`config.mk`:
```
export PLATFORM = sky130hd
export DESIGN_NAME = ivtimer
export DESIGN_NICKNAME = d
export VERILOG_FILES = /design/src/rtl/ivtimer_pkg.sv /design/src/rtl/ivt_prescaler.sv /design/src/rtl/ivt_counter.sv /design/src/rtl/ivt_regs.sv /design/src/rtl/ivtimer.sv
export SDC_FILE = /design/constraint.sdc
export NUM_CORES = 1
export LEC_CHECK = 0
export CORE_MARGIN = 10
export CORE_UTILIZATION = 43
export CTS_BUF_LIST = sky130_fd_sc_hd__clkbuf_4 sky130_fd_sc_hd__clkbuf_8 sky130_fd_sc_hd__clkbuf_16
export CTS_CLUSTER_SIZE = 40
export DETAILED_ROUTE_END_ITERATION = 10
export PLACE_DENSITY_LB_ADDON = 0.08
export REMOVE_ABC_BUFFERS = 1
export SYNTH_ARGS = -nofsm -noshare
export SYNTH_HDL_FRONTEND = slang
export SYNTH_SLANG_ARGS = --single-unit
```
`constraint.sdc`:
```
create_clock -name clk_i -period 1.97 [get_ports clk_i]
set_clock_uncertainty 0.1 [all_clocks]
set_input_delay 0.394 -clock clk_i [delete_from_list [all_inputs] [get_ports clk_i]]
set_output_delay 0.394 -clock clk_i [all_outputs]
set_load 0.01 [all_outputs]
```
`src/rtl/ivtimer_pkg.sv`:
```
package ivtimer_pkg;
    localparam int SEL_W = 2;

    localparam logic [1:0] A_CTRL   = 2'd0;
    localparam logic [1:0] A_COUNT  = 2'd1;
    localparam logic [1:0] A_RELOAD = 2'd2;

    localparam int B_EXPIRED = 0;
    localparam int B_RUN     = 1;
    localparam int B_PERIOD  = 2;
    localparam int B_DIV     = 4;

    typedef struct packed {
        logic             expired;
        logic             run;
        logic             period;
        logic [SEL_W-1:0] div;
    } ctrl_t;
endpackage

```
`src/rtl/ivt_prescaler.sv`:
```
module ivt_prescaler
    import ivtimer_pkg::*;
(
    input  logic             clk_i,
    input  logic             rst_ni,
    input  logic [SEL_W-1:0] div_i,
    output logic             tick_o
);
    localparam int CW = (1 << SEL_W) - 1;

    logic [CW-1:0] pre_d, pre_q;
    logic [CW-1:0] mask;

    always_comb begin
        pre_d  = pre_q + CW'(1);
        mask   = ~({CW{1'b1}} << div_i);
        tick_o = ((pre_q & mask) == '0);
    end

    always_ff @(posedge clk_i) begin
        if (!rst_ni) pre_q <= '0;
        else         pre_q <= pre_d;
    end
endmodule

```
`src/rtl/ivt_counter.sv`:
```
module ivt_counter #(
    parameter int W = 16
) (
    input  logic         clk_i,
    input  logic         rst_ni,
    input  logic         tick_i,
    input  logic         run_i,
    input  logic         period_i,
    input  logic         load_i,
    input  logic [W-1:0] load_val_i,
    input  logic [W-1:0] reload_i,
    output logic [W-1:0] cnt_o,
    output logic         pulse_o,
    output logic         stop_o
);
    typedef struct packed {
        logic [W-1:0] cnt;
        logic         pulse;
    } cstate_t;

    cstate_t s_d, s_q;

    always_comb begin
        s_d       = s_q;
        s_d.pulse = 1'b0;
        stop_o    = 1'b0;
        if (run_i && tick_i) begin
            if (s_q.cnt == '0) begin
                if (period_i) begin
                    s_d.cnt = reload_i;
                end else begin
                    stop_o    = 1'b1;
                    s_d.pulse = 1'b1;
                end
            end else begin
                s_d.cnt = s_q.cnt - W'(1);
                if (s_q.cnt == W'(1)) begin
                    s_d.pulse = 1'b1;
                    stop_o    = !period_i;
                end
            end
        end
        if (load_i) s_d.cnt = load_val_i;
    end

    always_ff @(posedge clk_i) begin
        if (!rst_ni) s_q <= '0;
        else         s_q <= s_d;
    end

    assign cnt_o   = s_q.cnt;
    assign pulse_o = s_q.pulse;
endmodule

```
`src/rtl/ivt_regs.sv`:
```
module ivt_regs
    import ivtimer_pkg::*;
#(
    parameter int W = 16
) (
    input  logic         clk_i,
    input  logic         rst_ni,
    input  logic [1:0]   addr_i,
    input  logic         wr_i,
    input  logic         rd_i,
    input  logic [W-1:0] wdata_i,
    input  logic         stop_i,
    input  logic [W-1:0] cnt_i,
    output ctrl_t        ctrl_o,
    output logic [W-1:0] reload_o,
    output logic [W-1:0] rdata_o
);
    typedef struct packed {
        ctrl_t        ctrl;
        logic [W-1:0] reload;
    } rstate_t;

    rstate_t s_d, s_q;
    logic    ctrl_hit;

    always_comb begin
        s_d      = s_q;
        ctrl_hit = (rd_i || wr_i) && (addr_i == A_CTRL);
        if (ctrl_hit) s_d.ctrl.expired = 1'b0;
        if (wr_i && addr_i == A_CTRL) begin
            s_d.ctrl.run    = wdata_i[B_RUN];
            s_d.ctrl.period = wdata_i[B_PERIOD];
            s_d.ctrl.div    = wdata_i[B_DIV +: SEL_W];
        end
        if (wr_i && addr_i == A_RELOAD) s_d.reload = wdata_i;
        if (stop_i) begin
            s_d.ctrl.expired = 1'b1;
            s_d.ctrl.run     = 1'b0;
        end
    end

    always_ff @(posedge clk_i) begin
        if (!rst_ni) s_q <= '0;
        else         s_q <= s_d;
    end

    always_comb begin
        rdata_o = '0;
        unique case (addr_i)
            A_CTRL: begin
                rdata_o[B_EXPIRED]         = s_q.ctrl.expired;
                rdata_o[B_RUN]             = s_q.ctrl.run;
                rdata_o[B_PERIOD]          = s_q.ctrl.period;
                rdata_o[B_DIV +: SEL_W]    = s_q.ctrl.div;
            end
            A_COUNT:  rdata_o = cnt_i;
            A_RELOAD: rdata_o = s_q.reload;
            default:  rdata_o = '0;
        endcase
    end

    assign ctrl_o   = s_q.ctrl;
    assign reload_o = s_q.reload;
endmodule

```
`src/rtl/ivtimer.sv`:
```
module ivtimer
    import ivtimer_pkg::*;
#(
    parameter int W = 16
) (
    input  logic         clk_i,
    input  logic         rst_ni,
    input  logic [1:0]   addr_i,
    input  logic         wr_i,
    input  logic         rd_i,
    input  logic [W-1:0] wdata_i,
    output logic [W-1:0] rdata_o,
    output logic         tc_o
);
    ctrl_t            ctrl_q;
    logic             tick;
    logic             stop;
    logic             run_q, period_q, expired_q;
    logic [SEL_W-1:0] div_q;
    logic [W-1:0]     cnt_q, reload_q;

    assign run_q     = ctrl_q.run;
    assign period_q  = ctrl_q.period;
    assign expired_q = ctrl_q.expired;
    assign div_q     = ctrl_q.div;

    ivt_prescaler u_pre (
        .clk_i  (clk_i),
        .rst_ni (rst_ni),
        .div_i  (div_q),
        .tick_o (tick)
    );

    ivt_counter #(.W(W)) u_cnt (
        .clk_i      (clk_i),
        .rst_ni     (rst_ni),
        .tick_i     (tick),
        .run_i      (run_q),
        .period_i   (period_q),
        .load_i     (wr_i && addr_i == A_COUNT),
        .load_val_i (wdata_i),
        .reload_i   (reload_q),
        .cnt_o      (cnt_q),
        .pulse_o    (tc_o),
        .stop_o     (stop)
    );

    ivt_regs #(.W(W)) u_regs (
        .clk_i    (clk_i),
        .rst_ni   (rst_ni),
        .addr_i   (addr_i),
        .wr_i     (wr_i),
        .rd_i     (rd_i),
        .wdata_i  (wdata_i),
        .stop_i   (stop),
        .cnt_i    (cnt_q),
        .ctrl_o   (ctrl_q),
        .reload_o (reload_q),
        .rdata_o  (rdata_o)
    );
endmodule

```
[Yosys cells after proc, flatten, opt, wreduce, memory -nomap -nowiden]
Index checks and enable logic that the tools add are counted.
Operators by class
  equality and inequality tests: 4
  mux-type cells: 16
  divide/modulo/power cells: 0
  reduce and logical (&&, ||, !) cells: 15
  multiply operators: 0
  shift operators: 1
  add/sub/neg operators: 2
  bitwise logic cells: 3
  order comparisons: 0
Operators with widths (number)
  17-bit two-way mux: 2
  16-bit two-way mux: 2
  10-bit case mux with 2 select lines: 1
  16-bit by 1-bit equality test with 1-bit output, second input constant: 1
  16-bit zero test: 1
  16-bit by 1-bit subtractor with 16-bit output, second input constant: 1
  3-bit case mux with 3 select lines: 1
  1-bit two-way mux: 6
  2-bit case mux with 3 select lines: 1
  1-bit logical AND: 5
  4-bit two-way mux: 1
  2-bit AND reduction: 2
  2-bit nonzero test: 2
  3-bit by 1-bit adder with 3-bit output, second input constant: 1
  3-bit bitwise AND: 1
  3-bit zero test: 1
  3-bit by 1-bit != test with 1-bit output, second input constant: 1
  3-bit inverter: 1
  3-bit by 2-bit left shift with 3-bit output, first input constant: 1
  2-bit by 1-bit equality test with 1-bit output, second input constant: 1
  2-bit equality test, second input constant: 1
  2-bit zero test: 1
  2-bit two-way mux: 1
  1-bit case mux with 2 select lines: 1
  4 further kinds: 4
Storage, ports and cells
  logic and storage cells: 49
  bits in writable memories: 0
  bits in latches: 0
  bits in registers: 41
  output and inout bits: 17
  memories: 0
  memory bits (read-only): 0
  bits of input ports: 22

[Depth between registers and ports, before layout]
  word-level depth: 7
  mapped depth: 9
  gate-level depth less buffers: 7

[Cells and area by module]
A second synthesis with hierarchy kept.
Second synthesis, totals
  cells, all modules: 314
  area, all modules: 2738.9 µm²
Modules (own cells, without submodules)
  ivt_counter: cells each 162, area an instance 1341.3 µm², instances 1, sequential area each 340.3 µm²
  ivt_regs: cells each 140, area an instance 1265.0 µm², instances 1, sequential area each 420.4 µm²
  ivt_prescaler: cells each 11, area an instance 123.9 µm², instances 1, sequential area each 60.1 µm²
  ivtimer: cells each 1, area an instance 8.8 µm², instances 1, sequential area each 0.0 µm²

[Worst setup path after synthesis]
No wires, ideal clock.
  path type: input to register
  start: input addr_i[1]
  end: register u_cnt.s_q (netlist bit u_cnt.cnt_o[0])
  slack: -0.112 ns
  arrival time: 1.908 ns
  stages: 9
  cells stage by stage: inv_1 ha_1 clkbuf_1 and2_1 clkbuf_1 o32a_1 clkbuf_1 o21ai_1 a31oi_1
On the way
  word-level cells in the longest chain between the ends: 4
RTL lines
  from (decl): line ivtimer.sv:8  | input logic [1:0] addr_i,
  2-bit by 1-bit equality test with 1-bit output *: line ivtimer.sv:40  | .load_i (wr_i && addr_i == A_COUNT),
  1-bit logical AND *: line ivtimer.sv:40
  3-bit by 1-bit != test with 1-bit output (no line) / 2-bit nonzero test (equally long branches)
  2-bit AND reduction (no line)
  to (signal assigned): line ivt_counter.sv:47  | if (!rst_ni) s_q <= '0;
  to (signal assigned): line ivt_counter.sv:48  | else s_q <= s_d;
  to (decl): line ivt_counter.sv:21  | cstate_t s_d, s_q;
Mark *: on every way between the ends. The rest lies on a longest branch, timed or not.
A chain may end at the register's enable or synchronous reset.

[Worst setup path in the final report]
  start: register u_cnt.s_q (netlist bit u_cnt.cnt_o[10])
  end: register u_cnt.s_q (netlist bit u_cnt.cnt_o[13])
On the way
  word-level cells in the longest chain between the ends: 4
RTL lines
  16-bit by 1-bit subtractor with 16-bit output / 16-bit zero test (equally long branches): line ivt_counter.sv:36, ivt_counter.sv:28
  17-bit two-way mux: line ivt_counter.sv:28  | if (s_q.cnt == '0) begin
  17-bit two-way mux: line ivt_counter.sv:27  | if (run_i && tick_i) begin
  16-bit two-way mux: line ivt_counter.sv:43  | if (load_i) s_d.cnt = load_val_i;
Parallel ways exist; a longest one is shown, timed or not. The select of a mux whose other input is x is not followed.

==> results.json <==
{
  "synth_top_area_frac": 0.322,
  "drt_wl_total_um": 9180,
  "ys_seq_area_frac": 0.322,
  "drt_iter0_drc": 339,
  "ys_types": 58,
  "dp.final_hpwl_um": 6420,
  "synth_flop_cell": "dfxtp_1",
  "ctsLongestPathBuffers": 2,
  "tightest_slew_ps": 327,
  "wl_per_cell_um": 18.5,
  "cts.clk_slew.worst_paths_ps": 80,
  "yosysTopAreaCell": "dfxtp_1",
  "dp_cells": 475,
  "via_per_inst": 5.85,
  "finalSetupViolCount": 3,
  "fin_cells": 497,
  "core_mm2": 0.00564,
  "avgSynthCellArea_um2": 7.65,
  "period_share": 1.02,
  "worst_setup_path_end_kind": "register",
  "grt_use_total": 0.173,
  "rsz0062_at_grt": "true",
  "relSlewSlack": 0.779,
  "min_path_type": "register to register",
  "place_ws_ps": -767,
  "startpoint_type": "register",
  "ys_ff_latch": 41,
  "total_power_mw": 2.76,
  "drc_errors": 0,
  "synth_edf_count": 0,
  "yosysMostFrequentCell": "nand2_1",
  "num_rows": 27,
  "drv_cap": 0,
  "grt_antenna_before_repair": 0,
  "grt_pass1_vias": 2709,
  "status": "finished with violations",
  "netlist_top_cells_count": "52 x nand2_1, 41 x dfxtp_1, 38 x a21oi_1, 22 x clkbuf_1, 18 x nor2_1",
  "netlist_area_mm2": 0.00255,
  "cp_max_fo": 3,
  "worst-endpoint-required_ps": 2100,
  "via_count": 2907,
  "initial_utilization": 0.451,
  "setup_slack_ps": -44.7,
  "die_y_um": 97.0,
  "grt_pass1_wl_um": 13900,
  "grt_max_degree": 16,
  "tns_ps": -93.5,
  "ctsHtreeMaxLevel": 2,
  "routabilityCongestion": 0.915,
  "ys_warn_count": 0,
  "fin_area_mm2": 0.00381,
  "fmax_ghz": 0.496,
  "synth_area_leaders": "dfxtp_1 32%, nand2_1 7.7%, a21oi_1 7.5%, ha_1 3.9%, a22oi_1 3.2%",
  "failed_checks": "setup timing",
  "holdWs_ps": 364,
  "fp.dieW_um": 97.0,
  "ir_drop_mv": 0.412,
  "slew_violations": 0,
  "cts_buffers": 5,
  "period_needed_ps": 2010,
  "place.port_buffers": 38,
  "drive_gt1_frac": 0.339,
  "clk_latency_ps": 300,
  "p_per_area_mw_per_mm2": 723,
  "hold_viol": 0,
  "ios": 39,
  "drt-pass1-iter-count": 5,
  "diodes": 0,
  "cts_tree": "built",
  "fin_util": 0.676,
  "area_growth_pct": 49.7,
  "overflow": 0,
  "p_leak_nw": 1.49,
  "place_area_mm2": 0.00338,
  "crit_type": "register to register",
  "arrival_ps": 2140,
  "cts-root-buf": "clkbuf_8",
  "cts.sinks": 41,
  "postRouteAntennaNets": 0,
  "finalNetCount": 454,
  "die_area_mm2": 0.00940,
  "synthArstFlopShare": 0,
  "synth_cells": 333,
  "fillCellCount": 487
}
## layout make-up
class,count,area (µm²),share of cell area
Multi-Input combinational cell,257,1760,0.463
Inverter,9,36.3,0.00952
Timing Repair Buffer,110,983,0.258
Clock inverter,1,5.00,0.00131
Sequential cell,41,836,0.219
Tap cell,72,90.1,0.0236
Clock buffer,7,96.3,0.0253
## sequential cells by signal, summed over array words and instances, names as in the netlist
name	count
u_pre.pre_q	3
u_regs.ctrl_o	5
u_cnt.pulse_o	1
u_regs.reload_o	16
u_cnt.cnt_o	16
## report_power, final
part           switching [mW]  internal (mW)
sequential             0.0554          0.879
clock                   0.306          0.317
combinational           0.587          0.610
## cell families (layout without fill, tap and decap cells)
logic type               Yosys count  count (layout)  synth area share
AO/OA/AOI/OAI                    112             113             0.280
adder cells (fa/ha/maj)            8               8            0.0393
flip-flops                        41              41             0.322
AND/OR/NAND/NOR                  126             126             0.261
XOR/XNOR                           7               7            0.0241
multiplexers                       3               3            0.0123
buffers and inverters             36             127            0.0609
## critical path, stage by stage (launching register included)
cell and delay (ps):
dfxtp_2 330, buf_6 110, or4_4 560, or4b_4 500, o211ai_2 80, o211ai_1 100
a21oi_1 160
## path summary, 6_finish.rpt
check	startpoint	endpoint	slack, ps	cells after the start
max	u_cnt.cnt_o[10]	u_cnt.cnt_o[13]	-40	6
min reg2reg	u_pre.pre_q[0]	u_pre.pre_q[0]	360	1
max reg2reg	u_cnt.cnt_o[10]	u_cnt.cnt_o[13]	-40	6
min	u_pre.pre_q[0]	u_pre.pre_q[0]	360	1
## routing by layer
metal  routed length (µm)  vias to the layer above  GRT usage
met5                    0                        -          0
met4                  121                        0     0.0428
met3                  619                       14     0.0440
met2                 4370                       97      0.283
met1                 4070                     1399      0.219
li1                     -                     1397          -
## cells in the final DEF, fill, tap and decap left out, types with 3 or more instances in the layout
| cell type | netlist | routed |
|---|---|---|
| a21o_1 | 4 | 4 |
| a21oi_1 | 38 | 35 |
| a21oi_2 | 0 | 3 |
| a222oi_1 | 5 | 5 |
| a22oi_1 | 11 | 11 |
| a31oi_1 | 5 | 5 |
| and2_1 | 3 | 3 |
| buf_12 | 0 | 3 |
| buf_2 | 1 | 6 |
| buf_4 | 0 | 58 |
| buf_6 | 2 | 12 |
| clkbuf_8 | 0 | 7 |
| clkdlybuf4s15_2 | 0 | 10 |
| clkdlybuf4s50_1 | 0 | 20 |
| dfxtp_1 | 41 | 33 |
| dfxtp_2 | 0 | 6 |
| ha_1 | 8 | 4 |
| ha_4 | 0 | 4 |
| inv_1 | 8 | 4 |
| inv_2 | 0 | 3 |
| nand2_1 | 52 | 51 |
| nand2b_1 | 3 | 3 |
| nand3_1 | 9 | 8 |
| nor2_1 | 18 | 18 |
| nor2b_1 | 11 | 11 |
| nor3_2 | 1 | 3 |
| nor4_2 | 2 | 3 |
| o211ai_1 | 8 | 8 |
| o21ai_0 | 10 | 10 |
| o21ai_1 | 16 | 15 |
| or4_4 | 2 | 3 |
| xnor2_1 | 4 | 4 |
| xor2_1 | 3 | 3 |
## timing repair
item / in CTS / in global routing
pin swaps: 7 / 18
resized for setup: 74 / 47
setup endpoints to repair: 33 / 34
cloned: 0 / 1
hold buffers: 0 / 0
setup buffers: 2 / 11
(Power assumes the default switching activity.)
